File: config.mk
export PLATFORM = sky130hd
export DESIGN_NAME = mul_div_unit
export DESIGN_NICKNAME = d
export VERILOG_FILES = /design/src/rtl/mdu_pkg.sv /design/src/rtl/mdu_ctrl.sv /design/src/rtl/mdu_divider.sv /design/src/rtl/mdu_datapath.sv /design/src/rtl/mul_div_unit.sv
export SDC_FILE = /design/constraint.sdc
export NUM_CORES = 2
export LEC_CHECK = 0
export ABC_AREA = 1
export BUFFER_PORTS_ARGS = -buffer_cell sky130_fd_sc_hd__buf_2
export CAP_MARGIN = 20
export CELL_PAD_IN_SITES_DETAIL_PLACEMENT = 0
export CELL_PAD_IN_SITES_GLOBAL_PLACEMENT = 1
export CORE_UTILIZATION = 45
export DETAILED_ROUTE_END_ITERATION = 8
export GPL_TIMING_DRIVEN = 0
export HOLD_SLACK_MARGIN = 0.12
export PLACE_DENSITY = 0.76
export SETUP_SLACK_MARGIN = 0.3
export SLEW_MARGIN = 20
export SYNTH_ARGS = -nofsm -noshare
export SYNTH_HDL_FRONTEND = slang
export SYNTH_HIERARCHICAL = 1
export SYNTH_SLANG_ARGS = --single-unit
File: constraint.sdc
create_clock -name clk -period 34.2 [get_ports clk]
set_clock_uncertainty 0.2 [all_clocks]
set_input_delay 10.26 -clock clk [delete_from_list [all_inputs] [get_ports clk]]
set_output_delay 10.26 -clock clk [all_outputs]
set_load 0.01 [all_outputs]
File: src/rtl/mdu_pkg.sv
package mdu_pkg;

  typedef enum logic [3:0] {
    OP_MULT   = 4'd0,
    OP_MULTU  = 4'd1,
    OP_MADD   = 4'd2,
    OP_MADDU  = 4'd3,
    OP_MSUB   = 4'd4,
    OP_MSUBU  = 4'd5,
    OP_DIV    = 4'd6,
    OP_DIVU   = 4'd7,
    OP_MUL3   = 4'd8,
    OP_SETHI  = 4'd9,
    OP_SETLO  = 4'd10
  } mduOp_e;

  // strobes from control to datapath
  typedef struct packed {
    logic mulWr;     // write accumulator from the multiply path
    logic mulAcc;    // add product to accumulator
    logic mulSub;    // subtract product from accumulator
    logic isSigned;  // operands are two's complement
    logic mul3;      // three-operand multiply, result to mulOut
    logic setHi;     // load HI from opA
    logic setLo;     // load LO from opA
    logic divLoad;   // capture divide operands
    logic divStep;   // one restoring iteration
    logic divFinish; // last iteration, write HI/LO
  } mduCtrl_t;

endpackage

File: src/rtl/mdu_ctrl.sv
module mdu_ctrl
  import mdu_pkg::*;
#(
  parameter int WIDTH = 32
) (
  input  logic       clk,
  input  logic       rstN,
  input  logic       start,
  input  logic [3:0] op,
  output mduCtrl_t   ctl,
  output logic       busy
);

  localparam int CNT_W = (WIDTH > 2) ? $clog2(WIDTH) : 1;
  localparam logic [CNT_W-1:0] LAST_CNT = CNT_W'(WIDTH - 1);

  logic             busyQ;
  logic [CNT_W-1:0] iterCnt;
  logic             accept;

  assign accept = start & ~busyQ;
  assign busy   = busyQ;

  always_comb begin
    ctl = '0;
    if (accept) begin
      case (mduOp_e'(op))
        OP_MULT:  begin ctl.mulWr = 1'b1; ctl.isSigned = 1'b1; end
        OP_MULTU: begin ctl.mulWr = 1'b1; end
        OP_MADD:  begin ctl.mulWr = 1'b1; ctl.mulAcc = 1'b1; ctl.isSigned = 1'b1; end
        OP_MADDU: begin ctl.mulWr = 1'b1; ctl.mulAcc = 1'b1; end
        OP_MSUB:  begin ctl.mulWr = 1'b1; ctl.mulSub = 1'b1; ctl.isSigned = 1'b1; end
        OP_MSUBU: begin ctl.mulWr = 1'b1; ctl.mulSub = 1'b1; end
        OP_DIV:   begin ctl.divLoad = 1'b1; ctl.isSigned = 1'b1; end
        OP_DIVU:  begin ctl.divLoad = 1'b1; end
        OP_MUL3:  begin ctl.mul3 = 1'b1; ctl.isSigned = 1'b1; end
        OP_SETHI: begin ctl.setHi = 1'b1; end
        OP_SETLO: begin ctl.setLo = 1'b1; end
        default:  ;
      endcase
    end
    ctl.divStep   = busyQ;
    ctl.divFinish = busyQ && (iterCnt == LAST_CNT);
  end

  always_ff @(posedge clk) begin
    if (!rstN) begin
      busyQ   <= 1'b0;
      iterCnt <= '0;
    end else if (ctl.divLoad) begin
      busyQ   <= 1'b1;
      iterCnt <= '0;
    end else if (busyQ) begin
      if (ctl.divFinish) busyQ <= 1'b0;
      else               iterCnt <= iterCnt + 1'b1;
    end
  end

  AST_BUSY_FROM_DIV: assert property (@(posedge clk) disable iff (!rstN)
    $rose(busyQ) |-> $past(start && (op == OP_DIV || op == OP_DIVU)));

  AST_DIV_LENGTH: assert property (@(posedge clk) disable iff (!rstN)
    $fell(busyQ) |-> $past(iterCnt) == LAST_CNT);

  AST_ONE_ACTION: assert property (@(posedge clk) disable iff (!rstN)
    $onehot0({ctl.mulWr, ctl.mul3, ctl.setHi, ctl.setLo, ctl.divLoad}));

  AST_NO_ACCEPT_BUSY: assert property (@(posedge clk) disable iff (!rstN)
    busyQ |-> !(ctl.mulWr || ctl.mul3 || ctl.setHi || ctl.setLo || ctl.divLoad));

endmodule

File: src/rtl/mdu_divider.sv
module mdu_divider #(
  parameter int WIDTH = 32
) (
  input  logic             clk,
  input  logic             rstN,
  input  logic             load,
  input  logic             step,
  input  logic             isSigned,
  input  logic [WIDTH-1:0] dividend,
  input  logic [WIDTH-1:0] divisor,
  output logic [WIDTH-1:0] quotient,
  output logic [WIDTH-1:0] remainder
);

  localparam int MSB = WIDTH - 1;

  logic [WIDTH-1:0] remQ, quoQ, dvsQ;
  logic             negQuo, negRem;
  logic [WIDTH-1:0] magA, magB;
  logic [WIDTH:0]   shifted, diff;
  logic             qBit;
  logic [WIDTH-1:0] remNext, quoNext;

  assign magA = (isSigned && dividend[MSB]) ? -dividend : dividend;
  assign magB = (isSigned && divisor[MSB])  ? -divisor  : divisor;

  assign shifted = {remQ, quoQ[MSB]};
  assign diff    = shifted - {1'b0, dvsQ};
  assign qBit    = ~diff[WIDTH];
  assign remNext = qBit ? diff[WIDTH-1:0] : shifted[WIDTH-1:0];
  assign quoNext = {quoQ[MSB-1:0], qBit};

  // sign fixup of the value that the final step produces
  assign quotient  = negQuo ? -quoNext : quoNext;
  assign remainder = negRem ? -remNext : remNext;

  always_ff @(posedge clk) begin
    if (!rstN) begin
      remQ   <= '0;
      quoQ   <= '0;
      dvsQ   <= '0;
      negQuo <= 1'b0;
      negRem <= 1'b0;
    end else if (load) begin
      remQ   <= '0;
      quoQ   <= magA;
      dvsQ   <= magB;
      negQuo <= isSigned & (dividend[MSB] ^ divisor[MSB]);
      negRem <= isSigned & dividend[MSB];
    end else if (step) begin
      remQ <= remNext;
      quoQ <= quoNext;
    end
  end

  AST_REM_BELOW_DIVISOR: assert property (@(posedge clk) disable iff (!rstN)
    (step && dvsQ != '0) |=> remQ < dvsQ);

endmodule

File: src/rtl/mdu_datapath.sv
module mdu_datapath
  import mdu_pkg::*;
#(
  parameter int WIDTH = 32
) (
  input  logic             clk,
  input  logic             rstN,
  input  mduCtrl_t         ctl,
  input  logic [WIDTH-1:0] opA,
  input  logic [WIDTH-1:0] opB,
  output logic [WIDTH-1:0] hi,
  output logic [WIDTH-1:0] lo,
  output logic [WIDTH-1:0] mulOut,
  output logic             mulValid
);

  localparam int ACC_W = 2 * WIDTH;
  localparam int MSB   = WIDTH - 1;

  logic [ACC_W-1:0] accQ, accNext, aExt, bExt, product;
  logic [WIDTH-1:0] divQuo, divRem;

  assign aExt    = {{WIDTH{ctl.isSigned & opA[MSB]}}, opA};
  assign bExt    = {{WIDTH{ctl.isSigned & opB[MSB]}}, opB};
  assign product = aExt * bExt;

  always_comb begin
    if (ctl.mulAcc)      accNext = accQ + product;
    else if (ctl.mulSub) accNext = accQ - product;
    else                 accNext = product;
  end

  mdu_divider #(.WIDTH(WIDTH)) uDiv (
    .clk      (clk),
    .rstN     (rstN),
    .load     (ctl.divLoad),
    .step     (ctl.divStep),
    .isSigned (ctl.isSigned),
    .dividend (opA),
    .divisor  (opB),
    .quotient (divQuo),
    .remainder(divRem)
  );

  always_ff @(posedge clk) begin
    if (!rstN) begin
      accQ <= '0;
    end else if (ctl.mulWr) begin
      accQ <= accNext;
    end else if (ctl.setHi) begin
      accQ[ACC_W-1:WIDTH] <= opA;
    end else if (ctl.setLo) begin
      accQ[WIDTH-1:0] <= opA;
    end else if (ctl.divFinish) begin
      accQ <= {divRem, divQuo};
    end
  end

  always_ff @(posedge clk) begin
    if (!rstN) begin
      mulOut   <= '0;
      mulValid <= 1'b0;
    end else begin
      mulValid <= ctl.mul3;
      if (ctl.mul3) mulOut <= product[WIDTH-1:0];
    end
  end

  assign hi = accQ[ACC_W-1:WIDTH];
  assign lo = accQ[WIDTH-1:0];

  AST_MUL3_KEEPS_ACC: assert property (@(posedge clk) disable iff (!rstN)
    ctl.mul3 |=> $stable(accQ));

  AST_SETHI_KEEPS_LO: assert property (@(posedge clk) disable iff (!rstN)
    ctl.setHi |=> $stable(accQ[WIDTH-1:0]));

  AST_SETLO_KEEPS_HI: assert property (@(posedge clk) disable iff (!rstN)
    ctl.setLo |=> $stable(accQ[ACC_W-1:WIDTH]));

  AST_ACC_FROZEN_DIV: assert property (@(posedge clk) disable iff (!rstN)
    (ctl.divStep && !ctl.divFinish) |=> $stable(accQ));

endmodule

File: src/rtl/mul_div_unit.sv
module mul_div_unit
  import mdu_pkg::*;
#(
  parameter int WIDTH = 32
) (
  input  logic             clk,
  input  logic             rstN,
  input  logic             start,
  input  logic [3:0]       op,
  input  logic [WIDTH-1:0] opA,
  input  logic [WIDTH-1:0] opB,
  output logic             busy,
  input  logic             rdReq,
  input  logic             rdSelHi,
  output logic             rdAck,
  output logic [WIDTH-1:0] rdData,
  output logic [WIDTH-1:0] mulOut,
  output logic             mulValid
);

  mduCtrl_t         ctl;
  logic [WIDTH-1:0] hi, lo;

  mdu_ctrl #(.WIDTH(WIDTH)) uCtrl (
    .clk  (clk),
    .rstN (rstN),
    .start(start),
    .op   (op),
    .ctl  (ctl),
    .busy (busy)
  );

  mdu_datapath #(.WIDTH(WIDTH)) uDp (
    .clk     (clk),
    .rstN    (rstN),
    .ctl     (ctl),
    .opA     (opA),
    .opB     (opB),
    .hi      (hi),
    .lo      (lo),
    .mulOut  (mulOut),
    .mulValid(mulValid)
  );

  assign rdAck  = rdReq & ~busy;
  assign rdData = rdSelHi ? hi : lo;

  AST_READ_STALL: assert property (@(posedge clk) disable iff (!rstN)
    (rdReq && ctl.divStep) |-> !rdAck);

endmodule

==> reports/metrics.yaml <==
floorplanning:
  pin_count: 140
  floorplan.rows: 140
  floorplan.die.height_um: 385.8
  core_um2: 145900
  chipWidth_um: 385.8
  floorplan.initialDensity: 0.4543
  die_footprint_um2: 148800
synth:
  synth.most_common_cell: "nand2_1"
  synth_compound_area_frac: 0.1033
  asyncSetResetFlopFracSynth: 0
  yosys-top-cells-count: "2562 x nand2_1, 2372 x inv_1, 1128 x fa_1"
  synth.ff_latch_count: 201
  synth_enable_flop_cells: 0
  ys_dominant_reg_cell: "dfxtp_1"
  post_synth.cell_area_avg_um2: 6.787
  synth_simple_gate_area_frac: 0.2382
  yosys.area_share.xor_xnor: 0.02031
  net_count_after_synthesis: 11351
  synth.cell_area_um2: 66290
  synthDominantAreaCellType: "fa_1"
  synth_fa_ha_area_frac: 0.4129
  yosysSeqAreaShare: 0.06070
  post_syn_instances: 9767
  netlist_top_cells_area: "fa_1 34%, nand2_1 15%, inv_1 13%"
  dominant_combinational_cell_family_by_area_after_synthesis: "adder cells"
  synth_warnings: 6
  synth.mux.area_fraction: 0.0003020
  synth.lib_cells_used.distinct: 76
  synth_largest_type_area_fraction: 0.3407
drt:
  wirelength_mm: 337.3
  drc: 0
  post_drt_wl_per_cell_um: 28.38
  detailroute.via_count: 67192
  dr.pass1.iters: 7
  drt-initial-drc-count: 7369
  detail-route-antenna-nets: 0
  avgViaCountPerCell: 5.653
cells_and_area:
  area_of_combinational_cells_with_multiple_inputs_um2: 51430
  proportion_of_layout_cells_with_a_drive_suffix_above_1: 0.04813
  syn_to_final_growth_pct: 6.253
  seqCellArea_um2: 4024
  layout.nets: 11522
  layout.filler_cells: 15376
clock_tree:
  clock_tree.root_cell: "clkbuf_16"
  cts_hold_repair.buffers: 0
  cts.reportedPaths.clkPinSlew_ns: 0.07
  cts_buffers: 25
  cts_resized: 0
  ctsLongestPathBuffers: 3
  ctsHtreeMaxLevel: 1
  postCtsSetupBuffers: 0
  worst_skew_pair.late_latency_ns: 0.62
  num_clock_sinks: 201
  tritoncts: "done"
timing:
  final_min_period_over_clock_period: 0.6604
  setup-tns-final_ns: 0
  slew_viol_final: 0
  finalHoldViolCount: 0
  layout_min_cycle_time_ns: 22.58
  holdWs_ns: 0.2770
  worst_slew_margin_relative_to_its_limit: 0.1213
  rsz0062_at_grt: "false"
  setup_violations: 0
  worst_pin_slew_ns: 1.318
  maxClockFrequency_mhz: 44.28
grt:
  met3_usage: 0.1103
  top_usage_layer: "met2"
  grt_util_met1: 0.5325
  grt_start_max_net_pins: 23
  track_usage: 0.4524
  globalRouteOverflowTotal: 0
  antenna_found_initial: 19
  grt_pass1_vias: 66729
  grtUsageMet2: 0.7020
  grt_first_pass_wirelength_mm: 473.1
run_status:
  outcome: "completed"
worst_setup_path:
  cp_data_arrival_time_ns: 22.87
  worst_path_largest_cell_delay_ns: 0.84
  timing_worst_setup_path_type: "input port to flip-flop"
  timing.critical_path.mode_cell: "nand2_1"
  timing.critical_path.fanout_max: 14
  worst-path-buf-inv: 12
  crit_path_start_kind: "input port"
  path_delay_family: "adder cells"
  crit_path_top_delay_cell: "nor3_1"
  cp-end-kind: "flip-flop"
  cp.required_ns: 34.48
placed_design:
  post-dp-hpwl_mm: 286.9
  gp_congestion: 1.093
  portBuffers: 138
worst_hold_path:
  holdCritPathClass: "flip-flop to flip-flop"
job:
  max_cap_viol_count: 0
## layer usage
| metal | vias up | wire length, um | part of all wire |
|---|---|---|---|
| met4 | 20 | 33260 | 0.099 |
| met1 | 32968 | 123500 | 0.37 |
| met5 | - | 147 | 0.00044 |
| met2 | 3808 | 147000 | 0.44 |
| met3 | 1016 | 33430 | 0.099 |
| li1 | 29380 | - | - |
## final cells by class
class	count	area share
Antenna cell	16	0.0005684
Buffer	440	0.02714
Clock buffer	30	0.009717
Clock inverter	12	0.002185
Inverter	2403	0.1282
Multi-Input combinational cell	6723	0.7302
Sequential cell	201	0.05713
Tap cell	1917	0.03405
Timing Repair Buffer	144	0.01084
## through the flow
| stage | worst slack [ns] | instances | utilization | instance area, um2 |
|---|---|---|---|---|
| 6_report | 11.62 | 11886 | 0.4827 | 70440 |
| 5_1_grt | 11.22 | 11870 | 0.4824 | 70400 |
| 4_1_cts | 12.11 | 11868 | 0.4821 | 70350 |
| 3_5_place_dp | 11.52 | 11826 | 0.4764 | 69510 |
| 3_3_place_gp | 8.492 | 11822 | 0.4755 | 69380 |
| 2_1_floorplan | 13.04 | 9767 | - | 66290 |
## state kept, by name, summed over array words and instances, names as in the netlist
register         count
uDp/accQ            64
uDp/mulOut          32
uDp/uDiv/dvsQ       32
uDp/uDiv/quoQ       32
uDp/uDiv/remQ       32
uCtrl/iterCnt        5
uCtrl/busy           1
uDp/mulValid         1
uDp/uDiv/negQuo      1
uDp/uDiv/negRem      1
## cell families (layout without fill, tap and decap cells)
logic type | Yosys count | after routing
simple gates | 3859 | 3859
compound gates | 1199 | 1199
buf+inv | 2843 | 3029
xor+xnor | 152 | 152
other cells | 0 | 16
fa+ha+maj | 1511 | 1511
mux | 2 | 2
flops | 201 | 201
## cell usage in the layout (no fill, tap or decap), types with 25 or more instances in the layout
cell type | synthesis | routed
buf_2 | 38 | 178
o21a_1 | 25 | 25
nor2_1 | 641 | 641
nand2_1 | 2562 | 2562
clkbuf_2 | 4 | 44
clkbuf_16 | 0 | 25
nand3_1 | 343 | 343
o21ai_0 | 373 | 373
inv_2 | 27 | 27
ha_1 | 383 | 383
a21oi_1 | 479 | 479
xnor2_1 | 29 | 28
fa_1 | 1128 | 1127
o21bai_1 | 41 | 41
nand4_1 | 68 | 68
xor2_1 | 121 | 116
o211ai_1 | 67 | 67
a21o_1 | 43 | 43
o21ai_1 | 40 | 40
inv_1 | 2372 | 2372
nand2_2 | 46 | 46
dfxtp_1 | 201 | 201
nor3_1 | 62 | 61
clkbuf_1 | 347 | 310
## worst paths after layout
kind | start | end | slack (ns) | cells past startpoint
worst max-delay path | opA[31] | uDp/accQ[59] | 11.62 | 42
worst min-delay path | uDp/uDiv/quoQ[28] | uDp/uDiv/quoQ[28] | 0.28 | 2
worst max register to register | uCtrl/busy | uDp/accQ[42] | 21.04 | 42
worst min register to register | uDp/uDiv/quoQ[28] | uDp/uDiv/quoQ[28] | 0.28 | 2
## worst register-to-register path, delay by kind of cell (launching register included)
| kind | cells | cell delay (ns) |
|---|---|---|
| fa+ha+maj | 10 | 4.89 |
| simple gates | 13 | 2.99 |
| compound gates | 9 | 2.83 |
| buf+inv | 10 | 1.72 |
| flops | 1 | 0.45 |
Power is not shown: default switching activity piles up to over one toggle a cycle in this logic, so the estimate is an artifact.
